[config.mk]
export PLATFORM = sky130hd
export DESIGN_NAME = lru_rank_tracker
export DESIGN_NICKNAME = d
export VERILOG_FILES = /design/src/rtl/lru_rank_pkg.sv /design/src/rtl/lru_rank_next.sv /design/src/rtl/lru_zero_pick.sv /design/src/rtl/lru_rank_tracker.sv
export SDC_FILE = /design/constraint.sdc
export NUM_CORES = 1
export LEC_CHECK = 0
export BUFFER_PORTS_ARGS = -buffer_cell sky130_fd_sc_hd__buf_2
export CELL_PAD_IN_SITES_DETAIL_PLACEMENT = 1
export CELL_PAD_IN_SITES_GLOBAL_PLACEMENT = 1
export CORE_AREA = 2 2 126 128
export CTS_BUF_LIST = sky130_fd_sc_hd__clkbuf_16
export DETAILED_ROUTE_END_ITERATION = 10
export DIE_AREA = 0 0 128 130
export MAX_ROUTING_LAYER = met4
export PLACE_DENSITY = 0.83
export SYNTH_ARGS = -nofsm -noshare
export SYNTH_HDL_FRONTEND = slang
export SYNTH_SLANG_ARGS = --single-unit
[constraint.sdc]
create_clock -name clk -period 4.7 [get_ports clk]
set_clock_uncertainty 0.05 [all_clocks]
set_input_delay 0.705 -clock clk [delete_from_list [all_inputs] [get_ports clk]]
set_output_delay 0.705 -clock clk [all_outputs]
set_load 0.02 [all_outputs]
[src/rtl/lru_rank_pkg.sv]
package lru_rank_pkg;

  // Width of an index over n items, never less than one bit.
  function automatic int unsigned lru_rank_bits(int unsigned n);
    int unsigned b;
    b = 1;
    while ((1 << b) < n) b++;
    return b;
  endfunction

endpackage

[src/rtl/lru_rank_next.sv]
module lru_rank_next #(
  parameter int unsigned NUM_WAYS = 4,
  parameter int unsigned RANK_W   = 2,
  localparam int unsigned VEC_W   = NUM_WAYS * RANK_W
) (
  input  logic [VEC_W-1:0]  cur_ranks,
  input  logic [RANK_W-1:0] hit_way,
  output logic [VEC_W-1:0]  nxt_ranks
);

  localparam logic [RANK_W-1:0] TOP_RANK = RANK_W'(NUM_WAYS - 1);

  logic [RANK_W-1:0] old_rank;

  always_comb begin
    old_rank = cur_ranks[int'(hit_way)*RANK_W +: RANK_W];
    for (int w = 0; w < NUM_WAYS; w++) begin
      logic [RANK_W-1:0] r;
      r = cur_ranks[w*RANK_W +: RANK_W];
      if (RANK_W'(w) == hit_way)
        nxt_ranks[w*RANK_W +: RANK_W] = TOP_RANK;
      else if (r > old_rank)
        nxt_ranks[w*RANK_W +: RANK_W] = r - 1'b1;
      else
        nxt_ranks[w*RANK_W +: RANK_W] = r;
    end
  end

endmodule

[src/rtl/lru_zero_pick.sv]
module lru_zero_pick #(
  parameter int unsigned NUM_WAYS = 4,
  parameter int unsigned RANK_W   = 2,
  localparam int unsigned VEC_W   = NUM_WAYS * RANK_W
) (
  input  logic [VEC_W-1:0]  ranks,
  output logic [RANK_W-1:0] victim
);

  always_comb begin
    victim = '0;
    for (int w = 0; w < NUM_WAYS; w++) begin
      if (ranks[w*RANK_W +: RANK_W] == '0) victim = RANK_W'(w);
    end
  end

endmodule

[src/rtl/lru_rank_tracker.sv]
module lru_rank_tracker
  import lru_rank_pkg::*;
#(
  parameter int unsigned NUM_WAYS = 4,
  parameter int unsigned NUM_SETS = 16,
  localparam int unsigned RANK_W  = lru_rank_bits(NUM_WAYS),
  localparam int unsigned SET_W   = lru_rank_bits(NUM_SETS),
  localparam int unsigned VEC_W   = NUM_WAYS * RANK_W
) (
  input  logic              clk,
  input  logic              rst,
  input  logic              acc_valid,
  input  logic [SET_W-1:0]  acc_set,
  input  logic [RANK_W-1:0] acc_way,
  input  logic [SET_W-1:0]  qry_set,
  output logic [RANK_W-1:0] qry_victim,
  output logic [VEC_W-1:0]  qry_ranks
);

  generate
    if (NUM_WAYS == 2) begin : g_two_way
      // One MRU bit per set; reset order makes way 1 the most recent.
      logic [NUM_SETS-1:0] mru_bits;

      always_ff @(posedge clk) begin
        if (rst)
          mru_bits <= '1;
        else if (acc_valid)
          mru_bits[acc_set] <= acc_way[0];
      end

      assign qry_victim = ~mru_bits[qry_set];
      assign qry_ranks  = {mru_bits[qry_set], ~mru_bits[qry_set]};
    end else begin : g_rank_way
      logic [VEC_W-1:0] rank_mem [NUM_SETS];
      logic [VEC_W-1:0] acc_cur;
      logic [VEC_W-1:0] acc_nxt;
      logic [VEC_W-1:0] init_vec;

      always_comb begin
        for (int w = 0; w < NUM_WAYS; w++)
          init_vec[w*RANK_W +: RANK_W] = RANK_W'(w);
      end

      assign acc_cur = rank_mem[acc_set];

      lru_rank_next #(
        .NUM_WAYS (NUM_WAYS),
        .RANK_W   (RANK_W)
      ) u_next (
        .cur_ranks (acc_cur),
        .hit_way   (acc_way),
        .nxt_ranks (acc_nxt)
      );

      always_ff @(posedge clk) begin
        if (rst) begin
          for (int s = 0; s < NUM_SETS; s++) rank_mem[s] <= init_vec;
        end else if (acc_valid) begin
          rank_mem[acc_set] <= acc_nxt;
        end
      end

      assign qry_ranks = rank_mem[qry_set];

      lru_zero_pick #(
        .NUM_WAYS (NUM_WAYS),
        .RANK_W   (RANK_W)
      ) u_pick (
        .ranks  (qry_ranks),
        .victim (qry_victim)
      );
    end
  endgenerate

endmodule

# == After elaboration in Yosys (flattened, before gate mapping) ==
# Memory sizes are Yosys's and may differ from the RTL's.
# Index checks and enable logic that the tools add are counted.
# totals
wordCells,37
ff_bits,0
ramBits,128
mem_count,1
inputBits,13
output_inout_bits,10
# mem_list
name,words,width,rd,rd_clocked_by_memory_dff,wr,line_no,source
g_rank_way.rank_mem,16,8,2,0,16,lru_rank_tracker.sv:35,logic [VEC_W-1:0] rank_mem [NUM_SETS];
# op_classes
eq_ne,3
n_lt_le_gt_ge,4
mux,19
addsub,4
shifts,1
reduce_logical,5
# ops
op,n
$mux 2,10
$gt 2x2->1,4
$logic_not 2->1,4
$mux 8,1
$reduce_or 8->1,1
$shiftx 8x4->2,1
$sub 2x1->2 const B,4
$mux 1,7
$eq 2x2->1 const A,2
$mux 4,1
$eq 1x2->1 const A,1

# == Depth between registers and ports, before layout ==
# An unclocked memory read counts as a cell.
# depth
ltp_word,6
ltp_mapped,16
ltp_nobuf,11

# == Cells and area by module ==
# A second synthesis with hierarchy kept.
# hier_totals
hier_cells,516
hier_area_um2,7314.5
# modules_own_cells
module,cells_each,seq_area_each_um2,area_each_um2,instances
lru_rank_tracker,463,3843.7,6924.1,1
lru_rank_next,50,0.0,364.1,1
lru_zero_pick,3,0.0,26.3,1

# == Worst setup path before layout ==
# No wires, ideal clock.
# synth_path
path_kind,in2reg
start,input port acc_set[2]
end,"memory g_rank_way.rank_mem[10][5] (netlist name), data pin"
setup_ns,0.274
path_stages,14
n_path_buf,3
setup_slack_ns,0.776
required_ns,4.376
t_arrival_ns,3.600
cell_sequence,buf_6 -> buf_6 -> mux4_2 -> mux2_2 -> mux2i_1 -> o22ai_1 -> a211o_1 -> ha_1 -> nor2b_1 -> a2bb2oi_1 -> nand3_1 -> xor2_1 -> buf_2 -> nand3_1
# synth_lines
item,line_no,source
from (decl),lru_rank_tracker.sv:13,"input logic [SET_W-1:0] acc_set,"
to (decl),lru_rank_tracker.sv:35,

==> run summary <==
Outcome -> finished, final reports clean
Worst Path Buf+Inv -> 2
Critical path startpoint category -> input port
Final ANT Viol Nets -> 0
M3 GR Usage -> 4.264%
Max Root-Sink Buffers -> 2
Tot GR Track Use -> 30.25%
Final setup vio count -> 0
Root Driver -> clkbuf_16
TritonRoute pass-1 iters -> 5
Area growth from synthesis to layout -> 12.08%
Post-synth net total -> 559
TNS Setup -> 0 ns
Vias in the first global route -> 5,613
Most used DFF post-synth -> edfxtp_1
Iteration-0 DRC Markers -> 701
Final core area utilization -> 54.19%
Inst Count DP -> 733
Cts hold-fix bufs -> 0
Layout cell share with drive strength beyond 1 -> 31.41%
Largest net degree at the start of global routing -> 23
F_max -> 224.5 MHz
Async SR Flop Fraction -> 0%
Wirelength, routed -> 22.91 mm
Routability congestion estimate -> 0.9266
Cell count after synthesis -> 538
Syn Std Cell Area -> 7458 µm²
FF-to-FF path depth -> 11
Core area -> 15,420 µm²
Post-CTS sizing -> 0
Global-route wire length before repair -> 34.86 mm
Die height -> 130 µm
Max VDD drop -> 277.6 µV
Wire per inst -> 29.94 µm
Fin. Hold Viols -> 0
Sequential area share after synthesis -> 51.53%
Post-Syn Area per Cell -> 13.86 µm²
Worst reg2reg startpoint -> g_rank_way.rank_mem[0][2]
CP Class -> input port to register
Largest register FFs -> 128
GRT overflow -> 0
Synth cell types -> 50
HPWL after detailed placement -> 15.93 mm
CP max stage delay -> 0.53 ns
CTS Buf Count -> 17
Max FO, Critical Path -> 18
Die area -> 16,640 µm²
Hold path startpoint -> acc_way[0]
Worst R2R Setup Slack -> 0.74 ns
Crit-path cells -> buf_2 > buf_4 > mux4_2 > a22oi_1 > nand2_1 > a21oi_1 > a22o_1 > ha_1 > nor2b_1 > o211ai_1 > o22ai_4 > xnor2_4 > a21oi_1
Met1 GRT Util -> 36.40%
Reg-to-Reg End -> g_rank_way.rank_mem[15][1]
Slew @ Worst Pin -> 0.8379 ns
Worst Path Required -> 4.78 ns
Number of I/O port buffers -> 22
Crit-path most repeated cell -> a21oi_1
Final nets -> 581
# diodes -> 0
I/O pin count -> 23
# DRC -> 0
Regs by FF count -> g_rank_way.rank_mem x128
CTS tree -> yes
Clk sink count -> 128
Power Density -> 382.4 nW/µm²
Synth warn -> 0
Family with the most delay on the worst path -> compound AO/OA/AOI/OAI gates
Slew Limit Fails -> 0
Final cell count without fillers -> 765
CTS clock-pin slew for the worst setup and hold paths -> 0.06 ns
Relative slew slack -> 44.02%
Hold EP -> g_rank_way.rank_mem[14][6]
Leak pwr -> 2.551 nW
Rows -> 46
Max_cap viols -> 0
Setup bufs post-CTS -> 0
Via count -> 5,163
Critical-path top delay cell -> buf_2
HP Class -> input port to register
Met2 GRT Util -> 50.87%
Initial Util -> 48.35%
Fin crit share -> 94.76%
Antenna violations before repair -> 0
Yosys reg bits -> 128
Worst endpoint data arrival time -> 4.53 ns
Post-synth EDFFs -> 128
H-tree Lvls -> 4
Die Wd -> 128 µm
Clock period minus worst slack -> 4.454 ns
Worst Hold Margin -> 0.8990 ns
Hold depth -> 4
Global-route layer with the greatest usage -> met2
Latest clock arrival within the worst-skew pair -> 0.43 ns
Via density per instance -> 6.749
Largest reg by FF count -> g_rank_way.rank_mem
Setup crit end kind -> register
-- through the flow --
| stage | area, µm² | power (mW) | setup slack (ns) |
|---|---|---|---|
| 2_1_floorplan | 7458 | 1.683 | 0.7759 |
| 3_3_place_gp | 7735 | 1.796 | 0.1056 |
| 3_5_place_dp | 7735 | 1.827 | -0.1382 |
| 4_1_cts | 8337 | 3.175 | 0.1351 |
| 5_1_grt | 8359 | 3.264 | -0.02525 |
| 6_report | 8359 | 3.197 | 0.2463 |
-- worst max path at each step --
stage / startpoint / to / slack, ns / cells after the start
2_1_floorplan: acc_set[2] / g_rank_way.rank_mem[10][5] / 0.78 / 14
3_3_place_gp: acc_set[0] / g_rank_way.rank_mem[0][1] / 0.11 / 13
3_5_place_dp: acc_set[0] / g_rank_way.rank_mem[15][1] / -0.14 / 13
4_1_cts: acc_set[0] / g_rank_way.rank_mem[15][1] / 0.14 / 13
5_1_grt: acc_set[0] / g_rank_way.rank_mem[15][1] / -0.03 / 13
6_report: acc_set[0] / g_rank_way.rank_mem[15][1] / 0.25 / 13
-- tightest hold or removal path: cells and delay by family --
kind / cells / cell delay [ns]
compound gates: 1 / 0.08
buf+inv: 2 / 0.40
simple gates: 1 / 0.08
-- report_power, final --
group          switching [mW]  leakage, nW  total, mW  internal [mW]
logic                   0.342         1.15      0.526          0.184
clock network           0.497        0.294       1.37          0.873
registers              0.0158         1.11       1.30           1.28
total                   0.855         2.55       3.20           2.34
-- layout by cell type (no fill, tap or decap), types with 8 or more instances in the layout --
| cell | n |
|---|---|
| a21oi_1 | 42 |
| buf_2 | 22 |
| a22oi_1 | 10 |
| nor2b_1 | 8 |
| nand3_1 | 25 |
| mux4_2 | 66 |
| nor2_1 | 43 |
| edfxtp_1 | 128 |
| nor2_2 | 10 |
| nand2b_1 | 20 |
| buf_4 | 20 |
| nand2_1 | 57 |
| clkbuf_16 | 17 |
| ha_1 | 8 |
| nand3_2 | 9 |
-- per-layer routing --
layer | share of wire [%] | up-vias
li1 | - | 2153
met1 | 38 | 2692
met2 | 51 | 248
met3 | 6.0 | 70
met4 | 4.5 | 0
met5 | 0 | -
-- synth_stat cells, types with 2 or more instances --
cell,count,area share (%)
edfxtp_1,128,52
mux4_2,66,20
nand2_1,57,2.9
nor2_1,43,2.2
a21oi_1,42,2.8
nand3_1,25,1.7
nand2b_1,20,1.7
clkbuf_1,15,0.75
buf_2,11,0.74
a22oi_1,10,1.0
nor2_2,10,0.84
nand3_2,9,1.2
ha_1,8,1.3
nor2b_1,8,0.67
buf_6,7,1.1
mux2_2,7,1.1
mux2i_1,7,0.94
nor3_1,7,0.47
o211ai_1,4,0.40
or3_1,4,0.34
a211oi_4,3,0.81
and2_1,3,0.25
buf_1,3,0.15
buf_4,3,0.30
o21ai_0,3,0.20
a211oi_1,2,0.20
a22oi_2,2,0.34
a2bb2oi_1,2,0.23
buf_12,2,0.54
clkinv_1,2,0.10
inv_1,2,0.10
mux2_4,2,0.40
o31ai_1,2,0.20
or2_2,2,0.17
xnor2_2,2,0.44
-- area by class of cell --
type	count	area (µm²)
well taps	192	240.2
flip-flops and latches	128	3844
inverters	4	15.01
clock buffers	17	425.4
multi-input cells	365	3358
clock inverters	15	176.4
fillers	1503	7066
repair buffers	44	300.3
-- logic make-up after synthesis --
logic type / after synthesis / share of synthesized area, %
XOR/XNOR: 5 / 1.040
flip-flops: 128 / 51.54
adder cells (fa/ha/maj): 8 / 1.342
AO/OA/AOI/OAI: 78 / 7.264
AND/OR/NAND/NOR: 192 / 12.75
buffers and inverters: 45 / 3.741
multiplexers: 82 / 22.33
Power figures use the tool's default switching activity.
